**config.mk**
```make
export PLATFORM = sky130hd
export DESIGN_NAME = uart_tx_buf
export DESIGN_NICKNAME = d
export VERILOG_FILES = /design/src/rtl/uart_tx_pkg.sv /design/src/rtl/uart_tx_baud.sv /design/src/rtl/uart_tx_hold.sv /design/src/rtl/uart_tx_shift.sv /design/src/rtl/uart_tx_buf.sv
export SDC_FILE = /design/constraint.sdc
export NUM_CORES = 1
export LEC_CHECK = 0
export BUFFER_PORTS_ARGS = -buffer_cell sky130_fd_sc_hd__buf_2
export CAP_MARGIN = 25
export CORE_MARGIN = 8
export CORE_UTILIZATION = 55
export CTS_CLUSTER_SIZE = 16
export DETAILED_ROUTE_END_ITERATION = 10
export PLACE_DENSITY = 0.77
export SLEW_MARGIN = 40
export SYNTH_ARGS = -nofsm -noshare
export SYNTH_HDL_FRONTEND = slang
export SYNTH_SLANG_ARGS = --single-unit
```
**constraint.sdc**
```tcl
create_clock -name clk -period 2.5 [get_ports clk]
set_input_delay 0.625 -clock clk [delete_from_list [all_inputs] [get_ports clk]]
set_output_delay 0.625 -clock clk [all_outputs]
set_load 0.03 [all_outputs]
```
**src/rtl/uart_tx_pkg.sv**
```systemverilog
// Shared types and helpers for the buffered serial transmitter.
// Assumes: data width fixed per build, multiplier values 4/16/64.
package uart_tx_pkg;

    localparam int MULT_W = 7;

    // One queued character with its optional ninth bit.
    typedef struct packed {
        logic       b9;
        logic [7:0] data;
    } tx_char_t;

    // Maps the mode controls to the bit clock multiplier.
    function automatic logic [MULT_W-1:0] mult_of(input logic sync_m, input logic fast);
        if (sync_m)    return MULT_W'(4);
        else if (fast) return MULT_W'(16);
        else           return MULT_W'(64);
    endfunction

endpackage

```
**src/rtl/uart_tx_baud.sv**
```systemverilog
// Bit clock generator: a reloadable divisor counter (ratio divisor+1)
// followed by a prescale counter of ratio M. Emits a one-cycle tick per
// bit period. Assumes M >= 2; held cleared while run is low.
module uart_tx_baud #(
    parameter int DIV_W = 8
) (
    input  logic                            clk,
    input  logic                            rst_n,
    input  logic                            run,
    input  logic [DIV_W-1:0]                divisor,
    input  logic [uart_tx_pkg::MULT_W-1:0]  mult,
    output logic                            bit_tick
);
    import uart_tx_pkg::*;

    logic [DIV_W-1:0]  div_cnt_q;
    logic [MULT_W-1:0] pre_cnt_q;
    logic              pre_tick;
    logic              pre_wrap;

    assign pre_tick = run && (div_cnt_q == '0);
    assign pre_wrap = (pre_cnt_q == mult - MULT_W'(1));
    assign bit_tick = pre_tick && pre_wrap;

    // Divisor stage: counts down from divisor to zero, then reloads.
    always_ff @(posedge clk) begin
        if (!rst_n || !run)   div_cnt_q <= '0;
        else if (pre_tick)    div_cnt_q <= divisor;
        else                  div_cnt_q <= div_cnt_q - DIV_W'(1);
    end

    // Prescale stage: counts divisor wraps up to M-1.
    always_ff @(posedge clk) begin
        if (!rst_n || !run)   pre_cnt_q <= '0;
        else if (pre_tick)    pre_cnt_q <= pre_wrap ? '0 : pre_cnt_q + MULT_W'(1);
    end

    // Ticks are never adjacent, since M is at least 4.
    assert_tick_spacing_R1: assert property (@(posedge clk) disable iff (!rst_n)
        bit_tick |=> !bit_tick);

endmodule

```
**src/rtl/uart_tx_hold.sv**
```systemverilog
// Holding stage: one character of buffering between the host and the
// shift stage. Takes a write only when empty and enabled, and frees
// itself when the shift stage consumes it. Assumes consume only when full.
module uart_tx_hold (
    input  logic                  clk,
    input  logic                  rst_n,
    input  logic                  run,
    input  logic                  wr_en,
    input  logic [7:0]            wr_data,
    input  logic                  bit9_in,
    input  logic                  consume,
    output logic                  full,
    output uart_tx_pkg::tx_char_t chr
);
    import uart_tx_pkg::*;

    // Occupancy flag: set by an accepted write, cleared by consume or flush.
    always_ff @(posedge clk) begin
        if (!rst_n || !run)        full <= 1'b0;
        else if (consume)          full <= 1'b0;
        else if (wr_en && !full)   full <= 1'b1;
    end

    // Character store: captured only when the stage accepts a write.
    always_ff @(posedge clk) begin
        if (!rst_n)                        chr <= '0;
        else if (run && wr_en && !full)    chr <= '{b9: bit9_in, data: wr_data};
    end

    assert_hold_no_overwrite_R6: assert property (@(posedge clk) disable iff (!rst_n)
        (full && wr_en && !consume && run) |=> (full && $stable(chr)));

endmodule

```
**src/rtl/uart_tx_shift.sv**
```systemverilog
// Shift stage: on each bit tick either advances the current frame or,
// once the last bit finishes, loads the held character with start and
// stop bits so frames run back to back. Sends LSB first; idles high.
module uart_tx_shift #(
    parameter int DATA_W = 8
) (
    input  logic                  clk,
    input  logic                  rst_n,
    input  logic                  run,
    input  logic                  bit_tick,
    input  logic                  nine_bit,
    input  logic                  hold_full,
    input  uart_tx_pkg::tx_char_t chr,
    output logic                  consume,
    output logic                  line,
    output logic                  empty
);
    import uart_tx_pkg::*;

    localparam int FRAME_W = DATA_W + 3;
    localparam int CNT_W   = $clog2(FRAME_W + 1);

    logic [FRAME_W-1:0] sr_q;
    logic [CNT_W-1:0]   cnt_q;
    logic               last_bit;
    logic [FRAME_W-1:0] new_frame;
    logic [CNT_W-1:0]   new_len;

    assign last_bit = (cnt_q <= CNT_W'(1));
    assign consume  = bit_tick && last_bit && hold_full;

    // Frame builder: stop, optional ninth bit, data, start (LSB out first).
    always_comb begin
        if (nine_bit) begin
            new_frame = {1'b1, chr.b9, chr.data, 1'b0};
            new_len   = CNT_W'(FRAME_W);
        end else begin
            new_frame = {2'b11, chr.data, 1'b0};
            new_len   = CNT_W'(FRAME_W - 1);
        end
    end

    // Shift register and remaining bit count, advanced on bit ticks.
    always_ff @(posedge clk) begin
        if (!rst_n || !run) begin
            sr_q  <= '1;
            cnt_q <= '0;
        end else if (bit_tick) begin
            if (!last_bit) begin
                sr_q  <= {1'b1, sr_q[FRAME_W-1:1]};
                cnt_q <= cnt_q - CNT_W'(1);
            end else if (hold_full) begin
                sr_q  <= new_frame;
                cnt_q <= new_len;
            end else begin
                sr_q  <= '1;
                cnt_q <= '0;
            end
        end
    end

    assign line  = sr_q[0];
    assign empty = (cnt_q == '0);

    assert_idle_high_R9: assert property (@(posedge clk) disable iff (!rst_n)
        empty |-> line);
    assert_shift_on_tick_R1: assert property (@(posedge clk) disable iff (!rst_n)
        (run && !bit_tick) |=> $stable(sr_q));

endmodule

```
**src/rtl/uart_tx_buf.sv**
```systemverilog
// Top: buffered asynchronous transmitter. Connects the bit clock
// generator, holding stage and shift stage, gates the line with the
// port enable and qualifies the interrupt. Assumes synchronous inputs.
module uart_tx_buf #(
    parameter int DIV_W  = 8,
    parameter int DATA_W = 8
) (
    input  logic             clk,
    input  logic             rst_n,
    input  logic             tx_en,
    input  logic             port_en,
    input  logic             sync_mode,
    input  logic             hi_speed,
    input  logic             nine_bit,
    input  logic             bit9_in,
    input  logic [DIV_W-1:0] divisor,
    input  logic             wr_en,
    input  logic [7:0]       wr_data,
    input  logic             int_en,
    output logic             txd,
    output logic             tsr_empty,
    output logic             hold_empty,
    output logic             tx_irq
);
    import uart_tx_pkg::*;

    logic              bit_tick;
    logic              consume;
    logic              hold_full;
    logic              line;
    tx_char_t          chr;
    logic [MULT_W-1:0] mult;

    assign mult = mult_of(sync_mode, hi_speed);

    uart_tx_baud #(.DIV_W(DIV_W)) u_baud (
        .clk(clk), .rst_n(rst_n), .run(tx_en), .divisor(divisor),
        .mult(mult), .bit_tick(bit_tick)
    );

    uart_tx_hold u_hold (
        .clk(clk), .rst_n(rst_n), .run(tx_en), .wr_en(wr_en),
        .wr_data(wr_data), .bit9_in(bit9_in), .consume(consume),
        .full(hold_full), .chr(chr)
    );

    uart_tx_shift #(.DATA_W(DATA_W)) u_shift (
        .clk(clk), .rst_n(rst_n), .run(tx_en), .bit_tick(bit_tick),
        .nine_bit(nine_bit), .hold_full(hold_full), .chr(chr),
        .consume(consume), .line(line), .empty(tsr_empty)
    );

    // Output gating: pin released high when the port is disconnected.
    assign txd        = port_en ? line : 1'b1;
    assign hold_empty = !hold_full;
    assign tx_irq     = int_en && tx_en && hold_empty;

    assert_flush_R10: assert property (@(posedge clk) disable iff (!rst_n)
        !tx_en |=> (txd && tsr_empty && hold_empty));
    assert_irq_free_R7: assert property (@(posedge clk) disable iff (!rst_n)
        (tx_irq && wr_en) |=> !hold_empty);

endmodule

```
Word-level counts from Yosys, hierarchy flattened
Index checks and enable logic that the tools add are counted.
Storage, ports and cells
  flip-flop bits (word level): 40
  input bits: 26
  output and inout port bits: 4
Operators by class
  add/subtract/negate cells: 4
  $lt $le $gt $ge: 1
  equal/unequal tests: 1
  mux-type cells: 11
  reductions and logical operators: 16
Operator list (count)
  2-to-1 mux 7 bit: 3
  2-to-1 mux 10 bit: 2
  2-to-1 mux 11 bit: 1
  logical AND 1 bit: 9
  zero test 8 bit: 1
  2-to-1 mux 4 bit: 2
  2-to-1 mux 8 bit: 1
  subtractor 8 x 1 -> 8 bit, second input constant: 1
  adder 7 x 1 -> 7 bit, second input constant: 1
  equality test 7 bit: 1
  subtractor 7 x 1 -> 7 bit, second input constant: 1
  <= comparator 4 x 1 -> 1 bit, second input constant: 1
  zero test 4 bit: 1
  subtractor 4 x 1 -> 4 bit, second input constant: 1
  zero test 1 bit: 3
  2-to-1 mux 1 bit: 2
  OR reduction 2 bit: 1
  logical OR 1 bit: 1

Longest topological paths before layout
Gate-level depths: netlist (run 1).
  depth after elaboration: 8
  depth in mapped cells: 7

Hierarchy
Synthesis (run 1) repeated with hierarchy kept, for this count alone.
Unflattened totals
  cell total of the unflattened synthesis: 262
  area total of the unflattened synthesis: 2257.2 um^2
Modules (own cells, without submodules)
  uart_tx_baud: instances 1, cells each 116, area each 953.4 um^2, seq. area each 300.3 um^2
  uart_tx_shift: instances 1, cells each 96, area each 862.1 um^2, seq. area each 280.3 um^2
  uart_tx_hold: instances 1, cells each 44, area each 409.1 um^2, seq. area each 200.2 um^2
  uart_tx_buf: instances 1, cells each 6, area each 32.5 um^2, seq. area each 0.0 um^2

Least setup slack after synthesis (run 1)
No wires, ideal clock.
  kind: register -> output
  start: reg u_hold.full
  end: out tx_irq
  arrival: 1.295 ns
  required time: 1.875 ns
  setup slack: 0.580 ns
  stages on the path, launching flop included: 4
  buffers on the path: 1
  cell sequence: dfxtp_1 inv_1 clkbuf_1 and3_1
Between the ends
  cells in the longest elaborated chain, start to end: 2
RTL lines
  from (decl): RTL line uart_tx_hold.sv:12  | output logic full,
  from (signal assigned): RTL line uart_tx_hold.sv:19  | if (!rst_n || !run) full <= 1'b0;
  from (signal assigned): RTL line uart_tx_hold.sv:20  | else if (consume) full <= 1'b0;
  from (signal assigned): RTL line uart_tx_hold.sv:21  | else if (wr_en && !full) full <= 1'b1;
  zero test 1 bit: RTL line uart_tx_buf.sv:55  | assign hold_empty = !hold_full;
  via hold_empty: RTL line uart_tx_buf.sv:22  | output logic hold_empty,
  logical AND 1 bit: RTL line uart_tx_buf.sv:56  | assign tx_irq = int_en && tx_en && hold_empty;
  to (decl): RTL line uart_tx_buf.sv:23  | output logic tx_irq
The timed path passes the listed nets, and every way through them passes these cells.

Worst setup path in the final report (run 1)
  start: reg u_hold.full
  end: out tx_irq
Between the ends
  cells in the longest elaborated chain, start to end: 2
RTL lines (RTL line)
  zero test 1 bit: uart_tx_buf.sv:55
  logical AND 1 bit: uart_tx_buf.sv:56
No other way between the ends.

==> results of run 1 <==
==> layout make-up <==
type	count	area, um2
flip-flops and latches	39	781
clock buffers	5	37.5
multi-input cells	165	1170
fillers	323	1280
inverters	6	22.5
well taps	48	60.1
repair buffers	34	183
clock inverters	3	43.8
==> cell usage after synthesis (2+ instances only) <==
cell	number
dfxtp_1	39
o21ai_0	19
a21oi_1	12
clkbuf_1	11
mux2i_1	11
nand2_1	11
nor2_1	11
nor3_1	11
nor2b_1	10
o211ai_1	10
o211a_1	8
inv_1	6
nand3_1	6
xor2_1	6
a211oi_1	5
ha_1	5
and2_1	3
nand4_1	3
xnor2_1	3
nand2b_1	2
nor3b_1	2
nor4_1	2
nor4b_4	2
or2_2	2
or4_1	2
or4b_1	2
==> metal layers <==
metal / routed length (um) / GRT usage
met2: 1820 / 0.219
met5: 0 / 0
met4: 68 / 0.0654
met1: 2090 / 0.196
met3: 241 / 0.0483
==> critical path, cell delays in order (launching register included) <==
cell     delay [ps]
dfxtp_1         390
inv_1           280
and3_1          200
buf_2           190
==> through the flow <==
step | setup WS (ps) | cells | hold slack (ps) | instance area (um2) | power [mW]
final | 456 | 300 | 490 | 2300 | 1.30
after CTS | 452 | 300 | 495 | 2300 | 1.31
after global routing | 355 | 300 | 507 | 2300 | 1.38
after detailed placement | 400 | 292 | 477 | 2210 | 0.894
after floorplan | 580 | 221 | 437 | 2010 | 0.828
after global placement | 418 | 292 | 464 | 2210 | 0.890
==> state kept, by name (all words and copies together), names as in the netlist <==
register	count
u_hold.chr	9
u_shift.sr_q	10
u_shift.cnt_q	4
u_baud.pre_cnt_q	7
u_baud.div_cnt_q	8
u_hold.full	1
==> how the worst max path moves through the flow <==
stage	startpoint	end	slack, ps
final	u_hold.full	tx_irq	460
after global routing	u_hold.full	tx_irq	350
after CTS	u_hold.full	tx_irq	450
after detailed placement	tx_en	u_shift.cnt_q[1]	400
after global placement	tx_en	u_shift.cnt_q[1]	420
after floorplan	u_hold.full	tx_irq	580
==> power breakdown <==
group          internal, mW  leakage (nW)  switching [mW]
clock network         0.210        0.0452           0.210
logic                0.0964         0.587           0.111
registers             0.645         0.317          0.0279
total                 0.952         0.950           0.349
==> kinds of logic (layout without fill, tap and decap cells) <==
family | Yosys count | after routing
DFF | 39 | 39
buffers and inverters | 17 | 48
xor gates and xnor gates | 9 | 9
muxes | 11 | 11
AOI/OAI and AO/OA | 65 | 65
and+or+nand+nor | 75 | 75
adders and majority gates | 5 | 5
==> results.cfg, run 1 <==
[logic_synthesis]
synth-edff-count = 0
async_flop_share = 0
seq_area_frac_synth = 0.388
yosysWarnings = 0
ys_ff_latch = 39
muxShareOfSynthArea = 0.0547
synth-xor-area-share = 0.0392
avgSynthCellArea_um2 = 9.11
synth_top_area_share = 0.388
yosys-top-cells-area = dfxtp_1 39%, mux2i_1 5.5%, o21ai_0 4.7%
synth_top_family_by_area = compound AO/OA/AOI/OAI gates
synth-simple-area-share = 0.223
synth_flop_cell = dfxtp_1
synth_top_cell_by_area = dfxtp_1
synth_compound_area_frac = 0.232
synthCells = 221
syn-cell-area_mm2 = 0.00201
syn-num-nets = 252
synth.distinct_cells = 43
synth_fa_ha_area_frac = 0.0311

[floorplan]
rows = 22
fp.dieW_um = 76.5
die-area_mm2 = 0.00585
boundaryPins = 30
start_util = 0.563
core-area_mm2 = 0.00358
die_y_um = 76.5

[power]
cellPowerDensity_mw_per_mm2 = 567
cellLeakagePower_nw = 0.950
peakVddDrop_mv = 0.493

[finish]
drive_gt1_frac = 0.194
utilization = 0.642
antenna_cells = 0
area_growth_pct = 14.0
layout_commonest_cell = dfxtp_1
layout_common_cells = 39 x dfxtp_1, 29 x buf_2, 19 x o21ai_0
fin_nets = 282

[drt]
ant_nets = 0
wl_mm = 4.22
vias_per_cell = 5.72
wl_per_cell_um = 14.1
drtPass1Iterations = 4
drc = 0
first_iter_violations = 140
dr_total_vias = 1717

[setup_path]
worstReg2RegStart = u_baud.div_cnt_q[0]
crit_path_start_kind = register
rrSetupSlack_ps = 470
worstPathRequired_ps = 1880
crit_fanout = 11
r2r.worst_path.cells = 6
crit_arrival_ps = 1420
worstSetupPathType = register to output pin
crit_path_end_kind = output pin
worstReg2RegEnd = u_shift.cnt_q[3]

[timing]
worst_slew_pin_slew_ps = 552
rsz0062_at_grt = false
finalCritPeriodShare = 0.817
setup_violations = 0
min_period_ps = 2040
max-slew-margin-rel = 0.632
drv_slew = 0
fin_tns_setup_ps = 0
worst_clock_skew_ps = 12.4
final_hold_viol_count = 0
max_freq_ghz = 0.489

[global_route]
gr-total-overflow = 0
grt_pass1_vias = 1616
grt_pass1_wl_mm = 7.33
grt.total_usage = 0.150
antenna_found_initial = 0
grt_max_degree = 17

[job]
maxCapViolations = 0

[clock_network]
cts_tree = built
post_cts_resized = 0
clk-insertion-delay-late_ps = 350
postCtsHoldBufs = 0
clk_pin_slew_ps = 120
postCtsSetupBuffers = 0
numCtsBuffers = 5
cts.sinks = 39
cts_root_buffer = clkbuf_4
clockBufferDepth = 2
h-tree-depth = 2

[min_path]
hold_path_depth = 1
hold_end = u_baud.div_cnt_q[0]
min_from = u_baud.div_cnt_q[0]
hold_path.class = register to register

[outcome]
status = finished clean

[placement]
hpwlAfterDp_mm = 3.07
numPortBuffers = 29
place_congestion = 0.819
Power figures use the tool's default switching activity.
==> run 2, diff against run 1 <==
==> constraint.sdc (replaced) <==
create_clock -name clk -period 1.9 [get_ports clk]
set_input_delay 0.475 -clock clk [delete_from_list [all_inputs] [get_ports clk]]
set_output_delay 0.475 -clock clk [all_outputs]
set_load 0.03 [all_outputs]
==> results.cfg, run 2 (synthesis results as in run 1) <==
[placement]
hpwlAfterDp_mm = 3.34
numPortBuffers = 29
place_congestion = 0.848

[timing]
drv_slew = 0
setup_violations = 0
max-slew-margin-rel = 0.717
max_freq_ghz = 0.557
fin_tns_setup_ps = 0
min_period_ps = 1790
finalCritPeriodShare = 0.945
rsz0062_at_grt = false
final_hold_viol_count = 0
worst_slew_pin_slew_ps = 421
worst_clock_skew_ps = 14.9

[floorplan]
start_util = 0.563
die_y_um = 76.5
core-area_mm2 = 0.00358
fp.dieW_um = 76.5
boundaryPins = 30
rows = 22
die-area_mm2 = 0.00585

[outcome]
status = finished clean

[clock_network]
numCtsBuffers = 5
clk_pin_slew_ps = 120
postCtsHoldBufs = 0
clk-insertion-delay-late_ps = 350
cts.sinks = 39
cts_tree = built
postCtsSetupBuffers = 0
cts_root_buffer = clkbuf_4
clockBufferDepth = 2
h-tree-depth = 2
post_cts_resized = 0

[finish]
antenna_cells = 0
area_growth_pct = 18.3
drive_gt1_frac = 0.251
largestRegisters = u_shift.sr_q x10, u_hold.chr x9, u_baud.div_cnt_q x8
fin_nets = 293
multiInputGateArea_mm2 = 0.00120
largest_reg_flops = 10
nFillCells = 310
final-seq-area_um2 = 782
layout_commonest_cell = dfxtp_1
top_register = u_shift.sr_q
layout_common_cells = 38 x dfxtp_1, 29 x buf_2, 19 x o21ai_0

[drt]
wl_mm = 4.40
vias_per_cell = 5.69
first_iter_violations = 202
dr_total_vias = 1771
drc = 0
wl_per_cell_um = 14.1
ant_nets = 0
drtPass1Iterations = 4

[job]
maxCapViolations = 0

[setup_path]
path_delay_family = flip-flops
crit_fanout = 5
crit_path_start_kind = register
worstSetupPathType = register to output pin
slowest_delay_ps = 390
crit_path_cell_trace = inv_1 -> ha_1 -> and2_1 -> buf_2
cp_num_cells = 4
worst-path-buf-inv = 2
crit_arrival_ps = 1320
rrSetupSlack_ps = 110
worstPathRequired_ps = 1420
crit_path_end_kind = output pin
cpMaxStageDelayCell = dfxtp_2
r2r.worst_path.cells = 5

[power]
pwr-share-seq = 0.554
power.internal_mw = 1.14
comb_power_share = 0.188
clock_power_share = 0.259
cellLeakagePower_nw = 0.989
swShare = 0.289
peakVddDrop_mv = 0.466
cellPowerDensity_mw_per_mm2 = 671
switchingPower_uw = 463
total_power_mw = 1.60

[global_route]
grt_pass1_vias = 1644
grt_pass1_wl_mm = 7.64
grt.total_usage = 0.154
gr-total-overflow = 0
antenna_found_initial = 0
grt_max_degree = 15

[min_path]
hold_path_depth = 3
hold_path.class = primary input to register
run 2: layout make-up:
class | instances | area share
clock inverter | 2 | 0.00525
timing repair buffer | 45 | 0.111
tap | 48 | 0.0252
inverter | 6 | 0.00945
sequential | 39 | 0.328
multi-input combinational | 165 | 0.503
clock buffer | 6 | 0.0173
run 2: final timing paths:
path	start	end
worst max-delay path	u_shift.cnt_q[0]	tsr_empty
worst min-delay path	wr_data[2]	u_hold.chr[2]
worst max register to register	u_baud.pre_cnt_q[1]	u_shift.cnt_q[3]
worst min register to register	u_baud.div_cnt_q[0]	u_baud.div_cnt_q[0]
run 2: worst register-to-register path: cells and delay by family, from the launching register on:
kind                       cells  cell delay (ps)
and+or+nand+nor                1              330
AOI/OAI and AO/OA              3              800
adders and majority gates      1              220
DFF                            1              370
run 2: routing by layer:
metal  routed length [um]  track usage  part of all wire  vias up
met1                 2230        0.216              0.51      807
li1                     -            -                 -      905
met5                    0            0                 0        -
met4                   33       0.0481            0.0075        0
met2                 1870        0.219              0.42       55
met3                  270       0.0448             0.061        4
run 2: power by group through the flow:
stage | Combinational [mW] | Clock [mW] | Sequential (mW)
2_1_floorplan | 0.194 | 0 | 0.895
3_3_place_gp | 0.277 | 0 | 0.902
3_5_place_dp | 0.281 | 0 | 0.903
4_1_cts | 0.284 | 0.429 | 0.884
5_1_grt | 0.331 | 0.457 | 0.891
6_report | 0.300 | 0.414 | 0.885
run 2: per-stage QoR:
stage	hold WS [ps]	utilization	cell area (um2)	setup slack, ps	instances
6_report	388	0.666	2380	105	311
3_5_place_dp	471	0.642	2300	42.3	303
3_3_place_gp	453	0.642	2300	81.5	303
2_1_floorplan	437	-	2010	46.7	221
5_1_grt	377	0.666	2380	1.35	311
4_1_cts	367	0.657	2350	7.36	311
